`src/rtl/psw_pkg.sv`:
```
package psw_pkg;
    localparam int WORD_W    = 32;
    localparam int BANK_W    = 3;
    localparam int FMASK_W   = 4;
    localparam int MODE_W    = 5;
    localparam int FBIT_POS  = 6;
    localparam int IBIT_POS  = 7;
    localparam int EXC_W     = 3;

    localparam logic [BANK_W-1:0]  BANK_USER  = 3'd0;
    localparam logic [FMASK_W-1:0] FMASK_FULL = 4'd9;

    typedef logic [EXC_W-1:0] exc_t;
    localparam exc_t EXC_NONE  = 3'b000;
    localparam exc_t EXC_RESET = 3'b001;
    localparam exc_t EXC_FAST  = 3'b010;
    localparam exc_t EXC_NORM  = 3'b100;
endpackage

```
`src/rtl/psw_field_merge.sv`:
```
module psw_field_merge
    import psw_pkg::*;
(
    input  logic [WORD_W-1:0]  old_word,
    input  logic [WORD_W-1:0]  new_data,
    input  logic [FMASK_W-1:0] mask,
    input  logic               flags_only,
    output logic [WORD_W-1:0]  merged
);
    localparam int CTRL_HI = 7;
    localparam int FLAG_LO = WORD_W - 8;

    always_comb begin
        merged = old_word;
        if (flags_only) begin
            merged[WORD_W-1:FLAG_LO] = new_data[WORD_W-1:FLAG_LO];
        end else if (mask == FMASK_FULL) begin
            merged = new_data;
        end else begin
            if (mask[0]) merged[CTRL_HI:0] = new_data[CTRL_HI:0];
            if (mask[FMASK_W-1]) merged[WORD_W-1:FLAG_LO] = new_data[WORD_W-1:FLAG_LO];
        end
    end
endmodule

```
`src/rtl/psw_exc_pick.sv`:
```
module psw_exc_pick
    import psw_pkg::*;
(
    input  logic rst_req,
    input  logic fiq_req,
    input  logic irq_req,
    input  logic fiq_off,
    input  logic irq_off,
    output exc_t pick
);
    always_comb begin
        if (rst_req)                 pick = EXC_RESET;
        else if (fiq_req && !fiq_off) pick = EXC_FAST;
        else if (irq_req && !irq_off) pick = EXC_NORM;
        else                          pick = EXC_NONE;
    end
endmodule

```
`src/rtl/psw_saved_file.sv`:
```
module psw_saved_file
    import psw_pkg::*;
#(
    parameter int FIRST_SAVED = 1,
    parameter int LAST_SAVED  = 5
) (
    input  logic              clk,
    input  logic              rst_n,
    input  logic              wr_en,
    input  logic [BANK_W-1:0] wr_bank,
    input  logic [WORD_W-1:0] wr_word,
    input  logic [BANK_W-1:0] rd_bank,
    output logic [WORD_W-1:0] wr_old,
    output logic [WORD_W-1:0] rd_word
);
    localparam int NUM_SAVED = LAST_SAVED - FIRST_SAVED + 1;

    logic [WORD_W-1:0] saved_q [NUM_SAVED];

    for (genvar g = 0; g < NUM_SAVED; g++) begin : g_entry
        localparam logic [BANK_W-1:0] MY_BANK = BANK_W'(FIRST_SAVED + g);
        logic [WORD_W-1:0] word_d;

        always_comb begin
            word_d = saved_q[g];
            if (wr_en && (wr_bank == MY_BANK)) word_d = wr_word;
        end

        always_ff @(posedge clk) begin
            if (!rst_n) saved_q[g] <= '0;
            else        saved_q[g] <= word_d;
        end
    end

    always_comb begin
        wr_old  = '0;
        rd_word = '0;
        for (int i = 0; i < NUM_SAVED; i++) begin
            if (wr_bank == BANK_W'(FIRST_SAVED + i)) wr_old  = saved_q[i];
            if (rd_bank == BANK_W'(FIRST_SAVED + i)) rd_word = saved_q[i];
        end
    end
endmodule

```
`src/rtl/psw_ctrl.sv`:
```
module psw_ctrl
    import psw_pkg::*;
#(
    parameter logic [31:0] RESET_WORD  = 32'h0000_00D3,
    parameter int          FIRST_SAVED = 1,
    parameter int          LAST_SAVED  = 5
) (
    input  logic        clk,
    input  logic        rst_n,
    input  logic        wr_en,
    input  logic        wr_saved,
    input  logic [3:0]  field_mask,
    input  logic [31:0] wr_data,
    input  logic [2:0]  cur_bank,
    input  logic [2:0]  rd_bank,
    input  logic        nrst_line,
    input  logic        nfiq_line,
    input  logic        nirq_line,
    output logic [31:0] psw,
    output logic [31:0] saved_rd,
    output logic        mode_chg,
    output logic [2:0]  exc_sel
);
    typedef struct packed {
        logic [WORD_W-1:0] word;
        logic              chg;
        exc_t              exc;
    } state_t;

    state_t st_d, st_q;

    logic              live_wr, saved_wr, in_user;
    logic [WORD_W-1:0] live_merged, saved_merged, saved_old;
    exc_t              exc_pick;

    assign in_user  = (cur_bank == BANK_USER);
    assign live_wr  = wr_en && !wr_saved;
    assign saved_wr = wr_en && wr_saved;

    psw_field_merge u_live_merge (
        .old_word   (st_q.word),
        .new_data   (wr_data),
        .mask       (field_mask),
        .flags_only (in_user),
        .merged     (live_merged)
    );

    psw_field_merge u_saved_merge (
        .old_word   (saved_old),
        .new_data   (wr_data),
        .mask       (field_mask),
        .flags_only (1'b0),
        .merged     (saved_merged)
    );

    psw_saved_file #(
        .FIRST_SAVED (FIRST_SAVED),
        .LAST_SAVED  (LAST_SAVED)
    ) u_saved (
        .clk     (clk),
        .rst_n   (rst_n),
        .wr_en   (saved_wr),
        .wr_bank (cur_bank),
        .wr_word (saved_merged),
        .rd_bank (rd_bank),
        .wr_old  (saved_old),
        .rd_word (saved_rd)
    );

    psw_exc_pick u_pick (
        .rst_req (!nrst_line),
        .fiq_req (!nfiq_line),
        .irq_req (!nirq_line),
        .fiq_off (st_q.word[FBIT_POS]),
        .irq_off (st_q.word[IBIT_POS]),
        .pick    (exc_pick)
    );

    always_comb begin
        st_d     = st_q;
        st_d.chg = 1'b0;
        st_d.exc = exc_pick;
        if (live_wr) begin
            st_d.word = live_merged;
            st_d.chg  = (live_merged[MODE_W-1:0] != st_q.word[MODE_W-1:0]);
        end
    end

    always_ff @(posedge clk) begin
        if (!rst_n) begin
            st_q.word <= RESET_WORD;
            st_q.chg  <= 1'b0;
            st_q.exc  <= EXC_NONE;
        end else begin
            st_q <= st_d;
        end
    end

    assign psw      = st_q.word;
    assign mode_chg = st_q.chg;
    assign exc_sel  = st_q.exc;
endmodule

```
`config.mk`:
```
export PLATFORM = sky130hd
export DESIGN_NAME = psw_ctrl
export DESIGN_NICKNAME = d
export VERILOG_FILES = /design/src/rtl/psw_pkg.sv /design/src/rtl/psw_field_merge.sv /design/src/rtl/psw_exc_pick.sv /design/src/rtl/psw_saved_file.sv /design/src/rtl/psw_ctrl.sv
export SDC_FILE = /design/constraint.sdc
export NUM_CORES = 1
export LEC_CHECK = 0
export BUFFER_PORTS_ARGS = -buffer_cell sky130_fd_sc_hd__buf_2
export CAP_MARGIN = 20
export CORE_ASPECT_RATIO = 0.6
export CORE_MARGIN = 2
export CORE_UTILIZATION = 30
export CTS_CLUSTER_DIAMETER = 150
export CTS_CLUSTER_SIZE = 20
export DETAILED_ROUTE_END_ITERATION = 8
export HOLD_SLACK_MARGIN = 0.15
export PLACE_DENSITY = 0.44
export REMOVE_ABC_BUFFERS = 1
export SYNTH_ARGS = -nofsm -noshare
export SYNTH_HDL_FRONTEND = slang
export SYNTH_SLANG_ARGS = --single-unit
```
`constraint.sdc`:
```
create_clock -name clk -period 1.5 [get_ports clk]
set_input_delay 0.075 -clock clk [delete_from_list [all_inputs] [get_ports clk]]
set_output_delay 0.075 -clock clk [all_outputs]
set_load 0.005 [all_outputs]
```
Word level (Yosys, flattened, before mapping)
Memory sizes are Yosys's and may differ from the RTL's.
Index checks and enable logic that the tools add are counted.

storage, ports and cells
  register bits = 36
  bits in writable memories = 160
  output and inout port bits = 68
  memories kept = 1

cells by class
  equality and inequality tests = 12
  muxes and demuxes = 36
  bitwise logic cells = 8
  reductions and logical operators = 23

memory list
  memory           depth  bits a word  read ports  clocked after Yosys merged registers in  wr ports  line                  source
  u_saved.saved_q  5      32           5           0                                        5         psw_saved_file.sv:18  logic [WORD_W-1:0] saved_q [NUM_SAVED];

operator list
  operator              count
  $mux W32              20
  $mux W8               9
  $mux W16              1
  $eq A3 B2 Y1 const B  4
  $eq A3 B3 Y1 const B  4
  $logic_and A1 B1 Y1   9
  $eq A3 B1 Y1 const B  2
  $reduce_and A2 Y1     3
  $reduce_and A3 Y1     2
  $logic_not A1 Y1      5
  $mux W5               1
  $ne A5 B5 Y1          1
  $or A1 B1 Y1          5
  $eq A4 B4 Y1 const B  1
  $logic_not A3 Y1      1
  $mux W1               3
  $mux W3               1
  $not A1 Y1            3
  $reduce_bool A3 Y1    1
  $reduce_or A3 Y1      1
  $mux W2               1
  $reduce_bool A2 Y1    1

Depth between registers and ports, before layout
  word-level depth = 10
  mapped depth = 8

Cells and area by module
Synthesis repeated with hierarchy kept, for this count alone.

unflattened totals
  cells, all modules = 1283
  area, all modules = 10906.7 µm²

by module, submodules not included
  module           instances  cells each  area each (µm²)
  psw_saved_file   1          1040        8559.5
  psw_ctrl         1          161         1383.8
  psw_field_merge  2          39          460.4
  psw_exc_pick     1          4           42.5

Least setup slack after synthesis
Ideal clock, no wire load.

  kind = input -> register
  start = input port field_mask[3]
  end = memory u_saved.saved_q[4][12]
  setup time = 0.133 ns
  arrival = 1.155 ns
  data required time = 1.367 ns
  setup slack = 0.213 ns
  cell stages on the path = 6
  path buffers = 3
  cells stage by stage = buf_4 and4bb_1 buf_4 buf_2 a22oi_1 a21oi_1

RTL lines
  item                line                  source
  start: declaration  psw_ctrl.sv:12        input logic [3:0] field_mask,
  end: declaration    psw_saved_file.sv:18

==> results.sh <==
export IMPL_tightest_slew_ns=0.818
export IMPL_grt_pass1_vias=8501
export IMPL_grt_total_usage=0.209
export IMPL_synth_top_family_by_area="compound AO/OA/AOI/OAI gates"
export IMPL_rows=50
export IMPL_dieArea_um2=33100
export IMPL_gp_congestion=0.781
export IMPL_die_x_um=234
export IMPL_period_share=1.03
export IMPL_die_h_um=142
export IMPL_drive_gt1_frac=0.309
export IMPL_synth_seq_area_share=0.414
export IMPL_synth_xor_area_frac=0.00462
export IMPL_synth_area_um2=9490
export IMPL_hold_violations=0
export IMPL_drv_slew=0
export IMPL_grt_overflow=0
export IMPL_path_cells="mux2_4, a22oi_2, o22ai_1, buf_2"
export IMPL_synthAdderAreaFrac=0
export IMPL_rsz0062_at_grt="yes"
export IMPL_layout_area_overhead_vs_synth_pct=35.0
export IMPL_crit_arrival_ns=1.48
export IMPL_critPathMaxFanout=3
export IMPL_fin_util=0.411
export IMPL_criticalPathCategory="reg -> out"
export IMPL_postRouteAntennaNets=0
export IMPL_port_buffers=116
export IMPL_drtIter0Drc=676
export IMPL_final_cells=1696
export IMPL_synth_warnings=0
export IMPL_wl_per_cell_um=20.5
export IMPL_place_ws_ns=-0.252
export IMPL_tritoncts="done"
export IMPL_synth_compound_area_frac=0.293
export IMPL_path_buf_inv=1
export IMPL_fin_nets=1317
export IMPL_max_stage_delay_ns=0.33
export IMPL_postSynthCellCount=1079
export IMPL_hp_class="in -> reg"
export IMPL_leakagePower_uw=0.00503
export IMPL_cts_sinks=196
export IMPL_fin_crit_ns=1.55
export IMPL_status="finished, violations left"
export IMPL_maxSlewHeadroom=0.453
export IMPL_cts_buffers=17
export IMPL_grt_max_degree=56
export IMPL_grt_antenna_before_repair=0
export IMPL_ioPinCount=117
export IMPL_synth_seq_cells=196
export IMPL_cts_max_level=4
export IMPL_diodes=0
export IMPL_dpl_hpwl_um=21900
export IMPL_layout_setup_ws_ns=-0.0513
export IMPL_setup_viol=13
export IMPL_timing_fmax_mhz=645
export IMPL_fin_total_pwr_uw=11800
export IMPL_irDropWorstVdd_uv=820
export IMPL_slowest_stage="dfxtp_2"
export IMPL_clockBufferDepth=2
export IMPL_clkLatencyLatePin_ns=0.45
export IMPL_stdcell_area_um2=12800
export IMPL_cp_top_family="flip-flops"
export IMPL_start_kind="flop"
export IMPL_power_density_nw_per_um2=918
export IMPL_failed_checks="setup timing"
export IMPL_synthMuxAreaShare=0.128
export IMPL_core_area_um2=31200
export IMPL_cp_required_ns=1.42
export IMPL_start_util=0.304
export IMPL_synthSimpleGateAreaFrac=0.0946
export IMPL_reg2reg_slack_ns=0.07
export IMPL_clk_pin_slew_ns=0.07
export IMPL_first_pass_iters=7
export IMPL_ys_types=45
export IMPL_crit_path_end_kind="primary output"
export IMPL_routed_wirelength_um=34700
export IMPL_fin_skew_ns=0.0116
export IMPL_max_cap_violations=0
export IMPL_dpl_cell_area_um2=11300
export IMPL_drc=0
export IMPL_num_vias=9009
export IMPL_viasPerCell=5.31
export IMPL_grt_first_pass_wirelength_um=52300
export IMPL_root_buffer="clkbuf_16"
export IMPL_placed_cells=1610
export IMPL_syn_mean_instance_area_um2=8.79
## path summary, 6_finish.rpt
kind,cells past startpoint,endpoint,from
hold reg to reg,2,psw[17]$_SDFFE_PN0P_,psw[17]$_SDFFE_PN0P_
setup reg to reg,5,u_saved.saved_q[2][2]$_SDFFE_PN0P_,u_saved.saved_q[2][2]$_SDFFE_PN0P_
setup / recovery,4,saved_rd[3],u_saved.saved_q[1][3]$_SDFFE_PN0P_
hold / removal,4,mode_chg$_SDFF_PN0_,field_mask[0]
## worst reg2reg max path, stage by stage (launching register included)
cell and delay [ns]:
dfxtp_2 0.33, buf_4 0.13, mux2i_1 0.12, o21ai_0 0.10, o221ai_1 0.46, o21ai_0 0.16
## sequential cells by signal, summed over array words and instances (netlist names)
signal / cells
exc_sel: 3
mode_chg: 1
psw: 32
u_saved.saved_q: 160
## synthesized netlist by cell type (all sizes together)
master	number	area, µm²
dfxtp	196	3920
o21ai	161	810
a21oi	154	771
mux2i	85	851
buf	62	385
a22oi	59	483
clkbuf	49	186
nor2	47	184
nand2	39	149
mux2	32	360
o221ai	32	280
o22ai	32	200
nand3	28	140
nand3b	28	223
o21a	19	143
inv	16	60.1
a211oi	5	37.5
nand2b	5	38.8
nor3	5	58.8
o32ai	5	43.8
or3	4	25.0
xnor2	3	26.3
and3	2	12.5
nor2b	2	12.5
xor2	2	17.5
and3b	1	8.76
and4	1	8.76
and4bb	1	12.5
nand4	1	6.26
nand4bb	1	11.3
nor4	1	6.26
o311a	1	10.0
## through the flow
stage / hold WS, ns / TNS [ns]
2_1_floorplan: 0.137 / -14.47
3_3_place_gp: 0.244 / -1.11
3_5_place_dp: 0.253 / -1.41
4_1_cts: 0.249 / -0.864
5_1_grt: 0.275 / -2.20
6_report: 0.288 / -0.279
## layer usage
metal / vias to the layer above / routed length (µm) / GRT usage
li1: 4384 / - / -
met1: 4330 / 18100 / 0.316
met2: 269 / 14600 / 0.304
met3: 26 / 1760 / 0.0406
met4: 0 / 282 / 0.0466
met5: - / 0 / 0
## power by group
part | internal [µW] | leakage, µW | switching (µW) | total, µW
Combinational | 723 | 0.00314 | 877 | 1600
Sequential | 5310 | 0.00161 | 78.7 | 5390
Clock | 2700 | 0.000286 | 2070 | 4770
Total | 8730 | 0.00503 | 3030 | 11800
## cell type report
| type | count | area (µm²) |
|---|---|---|
| Fill cell | 3159 | 18400 |
| Multi-Input combinational cell | 756 | 5210 |
| Sequential cell | 196 | 3980 |
| Timing Repair Buffer | 281 | 2440 |
| Tap cell | 416 | 520 |
| Clock buffer | 22 | 464 |
| Clock inverter | 9 | 129 |
| Inverter | 16 | 60.1 |
## timing repair
item                                    CTS  global route
hold buffers                             48             1
buffers inserted                          7             0
gates resized for setup                  74            27
pin swaps                                 7             5
hold endpoints to repair                185            24
endpoints found under the setup margin   32            57
## cells by family (layout without fill, tap and decap cells)
| logic type | count (synthesis) | count (layout) |
|---|---|---|
| simple gates | 166 | 166 |
| buf+inv | 127 | 328 |
| compound gates | 468 | 468 |
| flops | 196 | 196 |
| mux | 117 | 117 |
| xor+xnor | 5 | 5 |
## placed cells by master (no fill, tap or decap), drive strengths merged, types with 3 or more instances in the layout
cell type    Yosys  final
a22oi           59     59
mux2            32     32
o32ai            5      5
o221ai          32     32
clkbuf          49     22
nor3             5      5
mux2i           85     85
a211oi           5      5
a21oi          154    154
o21ai          161    161
nand3           28     28
buf             62    233
clkinv           0      5
nand3b          28     28
o22ai           32     32
nand2b           5      5
dlygate4sd3      0     48
nand2           39     39
bufinv           0      3
nor2            47     47
xnor2            3      3
o21a            19     19
dfxtp          196    196
inv             16     15
or3              4      4
Note: power is estimated with default switching activity, not from simulation.
